$ cat src/rtl/sec_alarm_pkg.sv
package sec_alarm_pkg;
  localparam int unsigned OFF_LOAD   = 32'h00;
  localparam int unsigned OFF_REMAIN = 32'h04;
  localparam int unsigned OFF_CTRL   = 32'h08;
  localparam int unsigned OFF_STATUS = 32'h0C;

  typedef struct packed {
    logic wake_en;
    logic irq_en;
    logic run;
  } alarm_ctl_t;
endpackage

$ cat src/rtl/sec_alarm_rst_sync.sv
module sec_alarm_rst_sync #(
  parameter int unsigned STAGES = 2
) (
  input  logic clk_i,
  input  logic rst_ni,
  output logic rst_no
);
  logic [STAGES-1:0] sync_q;

  always_ff @(posedge clk_i or negedge rst_ni) begin
    if (!rst_ni) sync_q <= '0;
    else         sync_q <= {sync_q[STAGES-2:0], 1'b1};
  end

  assign rst_no = sync_q[STAGES-1];
endmodule

$ cat src/rtl/sec_alarm_counter.sv
module sec_alarm_counter #(
  parameter int unsigned CNT_W = 32
) (
  input  logic             clk_i,
  input  logic             rst_ni,
  input  logic             run_i,
  input  logic             tick_i,
  input  logic             load_i,
  input  logic [CNT_W-1:0] load_val_i,
  output logic [CNT_W-1:0] cnt_o,
  output logic             expire_o
);
  localparam logic [CNT_W-1:0] ONE = {{(CNT_W-1){1'b0}}, 1'b1};

  logic [CNT_W-1:0] cnt_q, cnt_d;
  logic             cnt_en, step;

  always_comb begin
    step     = run_i && tick_i && !load_i && (cnt_q != '0);
    expire_o = step && (cnt_q == ONE);
    cnt_en   = load_i || step;
    cnt_d    = load_i ? load_val_i : (cnt_q - ONE);
  end

  always_ff @(posedge clk_i or negedge rst_ni) begin
    if (!rst_ni)     cnt_q <= '0;
    else if (cnt_en) cnt_q <= cnt_d;
  end

  assign cnt_o = cnt_q;

  assert_load_R2: assert property (@(posedge clk_i) disable iff (!rst_ni)
    load_i |=> cnt_q == $past(load_val_i));
  assert_step_R3: assert property (@(posedge clk_i) disable iff (!rst_ni)
    (run_i && tick_i && !load_i && cnt_q != '0) |=> cnt_q == $past(cnt_q) - ONE);
  assert_freeze_R4: assert property (@(posedge clk_i) disable iff (!rst_ni)
    (!run_i && !load_i) |=> $stable(cnt_q));
  assert_floor_R5: assert property (@(posedge clk_i) disable iff (!rst_ni)
    (cnt_q == '0 && !load_i) |=> cnt_q == '0);
endmodule

$ cat src/rtl/sec_alarm_regs.sv
module sec_alarm_regs
  import sec_alarm_pkg::*;
#(
  parameter int unsigned ADDR_W = 8,
  parameter int unsigned DATA_W = 32,
  parameter int unsigned CNT_W  = 32
) (
  input  logic              clk_i,
  input  logic              rst_ni,
  input  logic [ADDR_W-1:0] addr_i,
  input  logic              we_i,
  input  logic [DATA_W-1:0] wdata_i,
  input  logic [CNT_W-1:0]  cnt_i,
  input  logic              expire_i,
  output logic              load_o,
  output logic [CNT_W-1:0]  load_val_o,
  output alarm_ctl_t        ctl_o,
  output logic              pend_o,
  output logic [DATA_W-1:0] rdata_o
);
  localparam int unsigned CTL_W = $bits(alarm_ctl_t);

  logic       sel_load, sel_remain, sel_ctrl, sel_status;
  logic       ctl_we, clr_req;
  logic [CNT_W-1:0] ld_q;
  alarm_ctl_t ctl_q, ctl_d;
  logic       pend_q, pend_d;

  always_comb begin
    sel_load   = (addr_i == ADDR_W'(OFF_LOAD));
    sel_remain = (addr_i == ADDR_W'(OFF_REMAIN));
    sel_ctrl   = (addr_i == ADDR_W'(OFF_CTRL));
    sel_status = (addr_i == ADDR_W'(OFF_STATUS));
    load_o     = we_i && sel_load;
    ctl_we     = we_i && sel_ctrl;
    clr_req    = we_i && sel_status && wdata_i[0];
    ctl_d      = alarm_ctl_t'(wdata_i[CTL_W-1:0]);
    pend_d     = expire_i ? 1'b1 : (clr_req ? 1'b0 : pend_q);
  end

  always_ff @(posedge clk_i or negedge rst_ni) begin
    if (!rst_ni)     ld_q <= '0;
    else if (load_o) ld_q <= wdata_i[CNT_W-1:0];
  end

  always_ff @(posedge clk_i or negedge rst_ni) begin
    if (!rst_ni)     ctl_q <= '0;
    else if (ctl_we) ctl_q <= ctl_d;
  end

  always_ff @(posedge clk_i or negedge rst_ni) begin
    if (!rst_ni) pend_q <= 1'b0;
    else         pend_q <= pend_d;
  end

  always_comb begin
    rdata_o = '0;
    if (sel_load)   rdata_o = DATA_W'(ld_q);
    if (sel_remain) rdata_o = DATA_W'(cnt_i);
    if (sel_ctrl)   rdata_o = DATA_W'(ctl_q);
    if (sel_status) rdata_o = DATA_W'(pend_q);
  end

  assign load_val_o = wdata_i[CNT_W-1:0];
  assign ctl_o      = ctl_q;
  assign pend_o     = pend_q;

  assert_set_source_R5: assert property (@(posedge clk_i) disable iff (!rst_ni)
    $rose(pend_q) |-> $past(expire_i));
  assert_sticky_R7: assert property (@(posedge clk_i) disable iff (!rst_ni)
    (pend_q && !clr_req) |=> pend_q);
  assert_expiry_wins_R8: assert property (@(posedge clk_i) disable iff (!rst_ni)
    (expire_i && clr_req) |=> pend_q);
endmodule

$ cat src/rtl/sec_alarm.sv
module sec_alarm
  import sec_alarm_pkg::*;
#(
  parameter int unsigned ADDR_W = 8,
  parameter int unsigned CNT_W  = 32
) (
  input  logic              clk_i,
  input  logic              rst_ni,
  input  logic [ADDR_W-1:0] addr_i,
  input  logic              we_i,
  input  logic [31:0]       wdata_i,
  output logic [31:0]       rdata_o,
  input  logic              tick_i,
  output logic              irq_o,
  output logic              wake_o
);
  localparam int unsigned DATA_W = 32;

  logic             rst_n;
  logic             load, expire, pend;
  logic [CNT_W-1:0] load_val, cnt;
  alarm_ctl_t       ctl;

  sec_alarm_rst_sync #(.STAGES(2)) u_rst (
    .clk_i(clk_i), .rst_ni(rst_ni), .rst_no(rst_n)
  );

  sec_alarm_regs #(.ADDR_W(ADDR_W), .DATA_W(DATA_W), .CNT_W(CNT_W)) u_regs (
    .clk_i(clk_i), .rst_ni(rst_n), .addr_i(addr_i), .we_i(we_i),
    .wdata_i(wdata_i), .cnt_i(cnt), .expire_i(expire), .load_o(load),
    .load_val_o(load_val), .ctl_o(ctl), .pend_o(pend), .rdata_o(rdata_o)
  );

  sec_alarm_counter #(.CNT_W(CNT_W)) u_cnt (
    .clk_i(clk_i), .rst_ni(rst_n), .run_i(ctl.run), .tick_i(tick_i),
    .load_i(load), .load_val_i(load_val), .cnt_o(cnt), .expire_o(expire)
  );

  assign irq_o  = pend & ctl.irq_en;
  assign wake_o = pend & ctl.wake_en;
endmodule

$ cat config.mk
export PLATFORM = sky130hd
export DESIGN_NAME = sec_alarm
export DESIGN_NICKNAME = d
export VERILOG_FILES = /design/src/rtl/sec_alarm_pkg.sv /design/src/rtl/sec_alarm_rst_sync.sv /design/src/rtl/sec_alarm_counter.sv /design/src/rtl/sec_alarm_regs.sv /design/src/rtl/sec_alarm.sv
export SDC_FILE = /design/constraint.sdc
export NUM_CORES = 1
export LEC_CHECK = 0
export BUFFER_PORTS_ARGS = -buffer_cell sky130_fd_sc_hd__buf_2
export CAP_MARGIN = 20
export CORE_UTILIZATION = 40
export DETAILED_ROUTE_END_ITERATION = 10
export GPL_TIMING_DRIVEN = 1
export HOLD_SLACK_MARGIN = 0.02
export PLACE_DENSITY = 0.68
export SYNTH_ARGS = -nofsm -noshare
export SYNTH_HDL_FRONTEND = slang
export SYNTH_SLANG_ARGS = --single-unit
$ cat constraint.sdc
create_clock -name clk_i -period 2.3 [get_ports clk_i]
set_input_delay 0.115 -clock clk_i [delete_from_list [all_inputs] [get_ports clk_i]]
set_output_delay 0.115 -clock clk_i [all_outputs]
set_load 0.05 [all_outputs]
==> results.txt, run 1 <==
Cts bufs inserted = 9
Clock Path Buffers = 2
Seq/Total Area, Yosys = 0.458
Final min period = 2630 ps
Synth Area in Simple Gates = 0.280
Starting Density = 0.414
Die area = 9950 µm²
Initial antenna violation count = 0
P per Cell Area = 806 nW/µm²
Vias in the first global route = 3,781
Sink Count = 70
Io pins = 78
Crit-path cells = or4_4 > or4_4 > or4_4 > or4_4 > a31oi_1
Synth Warn # = 0
Detailed Route Iter0 Violations = 243
Worst Min Path Start = wdata_i[4]
Synth Area in Adders = 0.00655
CP max FO = 3
Yosys cell types = 52
Tot GR Track Use = 0.235
# fillers = 802
Crit end category = flop
Placed Area = 4790 µm²
RSZ-0062 raised after global routing = yes
Proportion of synthesized area in mux cells = 0.0259
TNS Setup = -6860 ps
Syn_area_per_cell = 8.85 µm²
Post-DP HPWL = 7570 µm
WHS = 41.3 ps
GP Congestion = 0.854
Detailed Routing Iterations Pass 1 = 5
DR vias/cell = 5.45
# nets final = 644
Die height = 99.8 µm
Most frequent CP cell = or4_4
Worst vdd rail ir drop = 0.412 mV
WP data required = 2580 ps
Worst setup SP type = flop
EDFF count, synth = 0
Synthesized area = 3820 µm²
Mapped Cells = 432
Vias = 3,989
PortBufs = 77
Post-synth ARST share = 1.00
Global-route wire length before repair = 18,400 µm
Hold Vio Cnt, Final = 0
Worst path max stage delay = 540 ps
MaxCap Viol Count = 0
Area Overhead vs Synth = 45.3%
Slew @ Worst Pin = 790 ps
CP delay by family, top = simple AND/OR/NAND/NOR gates
Post-Route WL = 11,500 µm
Complex-gate fraction of the synthesized area = 0.183
Combinational family with the most area after synthesis = simple AND/OR/NAND/NOR gates
CP Launch Point = u_cnt.cnt_o[21]
Largest net degree at the start of global routing = 80
Post-route ant nets = 0
Critical Path AT = 2910 ps
Clock skew = 10.6 ps
Peak Freq = 380 MHz
Worst path slowest cell = or4_4
Row count = 35
Rel. slew slack = 0.473
GRT Residual Overflow = 0
Core ar. = 9240 µm²
Avg WL per Cell = 15.7 µm
Worst Hold Class = in -> reg
Synth Flop Type = dfrtp_1
Post-route DRC = 0
P_leak = 2.75 nW
CP Class = reg -> reg
CTS tree = yes
Crit share post-route = 1.14
Post-route cell area = 5550 µm²
R2r startpoint = u_cnt.cnt_o[21]
ANT cells = 0
Final WS setup = -332 ps
Worst-path clk slew = 80 ps
Share of cells above drive strength 1 = 0.335
Post-Synth XOR/XNOR Area = 0.0115
Clock latency at the later pin of the worst-skew pair = 350 ps
Setup Viol. Count Final = 27
Failing checks = negative setup slack
Clock Tree Root = clkbuf_8
Status = complete, but fails checks
Final Total Pwr = 4.47 mW
Worst Path Buf+Inv = 0
Most common cell after layout, fill and taps aside = nand2_1
Pre-CTS setup slack = -374 ps
Most frequent cells in the layout = 104 x nand2_1, 77 x buf_2, 69 x dfrtp_1
H-tree depth = 3
Die width = 99.8 µm
Synthesized flop and latch total = 70
Slew Viols, Final = 0
Syn nets = 478
## tightest hold or removal path: stages
cell     delay [ps]
buf_2            70
nor2_1           40
o21ai_0         130
## kinds of logic after synthesis
family	after synthesis
and+or+nand+nor	222
xor gates and xnor gates	5
other	1
buffers and inverters	29
muxes	8
DFF	70
AOI/OAI and AO/OA	95
adders and majority gates	2
## metrics by stage
step	instances	utilization
after floorplan	432	-
after global placement	675	0.518
after detailed placement	675	0.518
after CTS	725	0.582
after global routing	732	0.601
final	732	0.601
## registers in the layout (all words and copies together), names as in the netlist
signal and flops:
u_cnt.cnt_o 32, u_regs.ld_q 32, u_regs.ctl_o 3, u_rst.sync_q 2
u_regs.pend_o 1
## where the power goes
group          total (mW)  switching [mW]  leakage [nW]  internal, mW
clock network        1.10           0.461         0.110         0.638
logic                1.78           0.967          1.70         0.810
registers            1.60           0.175         0.936          1.42
total                4.47            1.60          2.75          2.87
## metal layers
metal | vias up | share of wire | track usage
li1 | 1912 | - | -
met1 | 1957 | 0.47 | 0.328
met2 | 101 | 0.47 | 0.372
met3 | 19 | 0.041 | 0.0281
met4 | 0 | 0.020 | 0.0928
met5 | - | 0 | 0
## timing repair
item                                   in CTS  in global routing
pin swaps                                   9                  8
gates resized for setup                    13                 16
setup endpoints to repair                  31                 33
hold buffers                               30                  0
buffers inserted                            4                  5
cloned                                      0                  2
endpoints found under the hold margin      42                  0
## synthesized netlist by cell type (2+ instances only)
cell,n,area share
nor2_1,29,0.028
a22o_1,28,0.064
and2_1,3,0.0049
a21oi_1,6,0.0079
mux2_2,5,0.015
nor4_1,9,0.015
and4_1,2,0.0046
inv_1,3,0.0029
or2_2,4,0.0065
xnor2_1,3,0.0069
a31oi_1,15,0.025
or4_1,19,0.037
buf_2,4,0.0052
o31ai_1,8,0.016
nand2_1,104,0.10
o31a_1,2,0.0046
or3_1,10,0.016
xor2_1,2,0.0046
o21ai_0,17,0.022
ha_1,2,0.0065
nor3_1,10,0.013
nand3_1,17,0.022
or3_2,2,0.0039
clkbuf_1,19,0.019
nand4_1,4,0.0065
o211ai_1,6,0.012
mux2i_1,2,0.0052
o41ai_1,3,0.0069
o311ai_0,2,0.0046
dfrtp_1,70,0.46
## cell type report
cell class	count	area, µm²	area share
multi-input combinational	333	2090	0.376
tap	129	161	0.0291
inverter	3	11.3	0.00203
timing repair buffer	181	1330	0.239
clock buffer	12	145	0.0261
sequential	70	1750	0.316
clock inverter	4	70.1	0.0126
## worst paths after layout
| path | endpoint | slack, ps | depth (start not counted) |
|---|---|---|---|
| setup / recovery | u_cnt.cnt_o[28] | -330 | 5 |
| hold / removal | u_regs.ld_q[4] | 40 | 3 |
| setup reg to reg | u_cnt.cnt_o[28] | -330 | 5 |
| hold reg to reg | u_regs.ld_q[4] | 270 | 1 |
| max in group asynchronous | u_regs.ctl_o[0] | 1700 | 1 |
| min in group asynchronous | u_rst.sync_q[1] | 70 | 2 |
Power figures use the tool's default switching activity.
==> inputs of run 2 (changes only) <==
- CORE_UTILIZATION: 40 -> 30
- PLACE_DENSITY: 0.68 -> 0.56
==> results.txt, run 2 (synthesis gave the netlist of run 1 again) <==
Status = complete, but fails checks
Failing checks = negative setup slack
Tot GR Track Use = 0.187 (-0.0477)
NetSw = 1.61 mW (+0.34%)
Post-Route WL = 11,900 µm (+3.7%)
PortBufs = 77 (unchanged)
Internal = 3.00 mW (+4.6%)
Avg WL per Cell = 15.5 µm (-1.1%)
Worst Hold Class = in -> reg
Clock Path Buffers = 2 (unchanged)
Slew @ Worst Pin = 790 ps (+0.345 ps)
MaxCap Viol Count = 0 (unchanged)
Cts bufs inserted = 9 (unchanged)
Vias in the first global route = 3,826 (+1.2%)
Clock power frac = 0.274 (+0.028)
Starting Density = 0.313 (-0.101)
Final min period = 2580 ps (-52.2 ps)
Die width = 115 µm (+15%)
Switching Share = 0.349 (-0.00949)
Worst vdd rail ir drop = 0.471 mV (+14%)
GRT Residual Overflow = 0 (unchanged)
Post-route DRC = 0 (unchanged)
Io pins = 78 (unchanged)
Clock skew = 7.26 ps (-3.32 ps)
RSZ-0062 raised after global routing = yes
Most common cell after layout, fill and taps aside = nand2_1
Slew Viols, Final = 0 (unchanged)
Crit end category = flop
H-tree depth = 3 (unchanged)
Final WS setup = -280 ps (+52.2 ps)
Clock latency at the later pin of the worst-skew pair = 340 ps (about the same)
ANT cells = 0 (unchanged)
DR vias/cell = 5.05 (-7.3%)
Largest net degree at the start of global routing = 80 (unchanged)
Area Overhead vs Synth = 47.3%
Die area = 13,200 µm² (+33%)
Vias = 3,876 (-2.8%)
Worst-path clk slew = 50 ps (-30 ps)
CP max FO = 2 (-1)
Hold Vio Cnt, Final = 0 (unchanged)
# nets final = 640 (-0.62%)
Most frequent cells in the layout = 104 x nand2_1, 77 x buf_2, 69 x dfrtp_1
CTS tree = yes
Sequential share of power = 0.345 (-0.012)
Setup Viol. Count Final = 25 (-7.4%)
Peak Freq = 388 MHz (+2.0%)
Global-route wire length before repair = 19,200 µm (+4.2%)
R2r startpoint = u_cnt.cnt_o[21]
Worst setup SP type = flop
GP Congestion = 0.867 (+1.5%)
Critical Path AT = 2840 ps (-70 ps)
Sink Count = 70 (unchanged)
Post-DP HPWL = 8300 µm (+9.6%)
Initial antenna violation count = 0 (unchanged)
WP data required = 2560 ps (-20 ps)
Pre-CTS setup slack = -349 ps (+25.0 ps)
CP Launch Point = u_cnt.cnt_o[21]
P per Cell Area = 819 nW/µm² (+1.7%)
Rel. slew slack = 0.473 (about the same)
Combinational share of power = 0.381 (-0.016)
Post-route ant nets = 0 (unchanged)
Worst Min Path Start = wdata_i[31]
Final Total Pwr = 4.61 mW (+3.1%)
Share of cells above drive strength 1 = 0.337 (+0.00224)
Die height = 115 µm (+15%)
Clock Tree Root = clkbuf_16
P_leak = 2.75 nW (about the same)
Core ar. = 12,200 µm² (+32%)
CP Class = reg -> reg
Detailed Routing Iterations Pass 1 = 4 (-1)
Row count = 40 (+14%)
Crit share post-route = 1.12 (-0.0227)
Detailed Route Iter0 Violations = 268 (+10%)
[run 2: power groups by stage]
stage | registers, mW | logic (mW) | clock network [mW]
floorplan | 1.64 | 0.710 | 0
global placement | 1.58 | 1.49 | 0
detailed placement | 1.60 | 1.52 | 0
CTS | 1.58 | 1.62 | 1.30
global route | 1.62 | 1.92 | 1.35
finish | 1.59 | 1.76 | 1.26
[run 2: worst paths after layout]
check / cells past startpoint / slack (ps) / end
setup / recovery: 5 / -280 / u_cnt.cnt_o[28]
hold / removal: 3 / 30 / u_regs.ld_q[31]
setup reg to reg: 5 / -280 / u_cnt.cnt_o[28]
hold reg to reg: 0 / 180 / u_regs.ld_q[18]
max in group asynchronous: 1 / 1520 / u_cnt.cnt_o[19]
min in group asynchronous: 2 / 90 / u_rst.sync_q[0]
[run 2: what timing repair did]
action                                 4_1_cts  5_1_grt
pin swaps                                    7        9
setup endpoints to repair                   32       29
endpoints found under the hold margin       31        0
gates cloned                                 0        3
hold buffers                                26        0
buffers inserted                             0        6
gates resized for setup                     14       18
[run 2: layout make-up]
cell class,count,area [µm²]
repair buffers,177,1300
fillers,1239,6580
clock inverters,1,5.00
flip-flops and latches,70,1750
clock buffers,15,258
well taps,168,210
multi-input cells,333,2090
inverters,3,11.3
[run 2: critical path, stage by stage, from the launching register on]
cell and delay, ps:
dfrtp_1 370, or4_4 540, or4_4 500, or4_4 430, or4_1 500, a31oi_1 170
[run 2: per-layer routing]
metal / vias to the layer above / part of all wire / GRT usage
met5: - / 0 / 0
met4: 0 / 0.015 / 0.0424
met3: 13 / 0.041 / 0.0480
met2: 87 / 0.46 / 0.302
met1: 1860 / 0.48 / 0.252
li1: 1916 / - / -
[run 2: stage by stage]
step           hold WS, ps  area, µm²  setup TNS, ps  instances  utilization
6_report              26.7       5630          -3620        767        0.461
5_1_grt               26.4       5630          -5480        767        0.461
4_1_cts               24.9       5440          -1920        758        0.445
3_5_place_dp         -96.4       4850          -7110        716        0.398
3_3_place_gp         -98.2       4850          -5690        716        0.398
2_1_floorplan         -181       3860          -3270        432            -
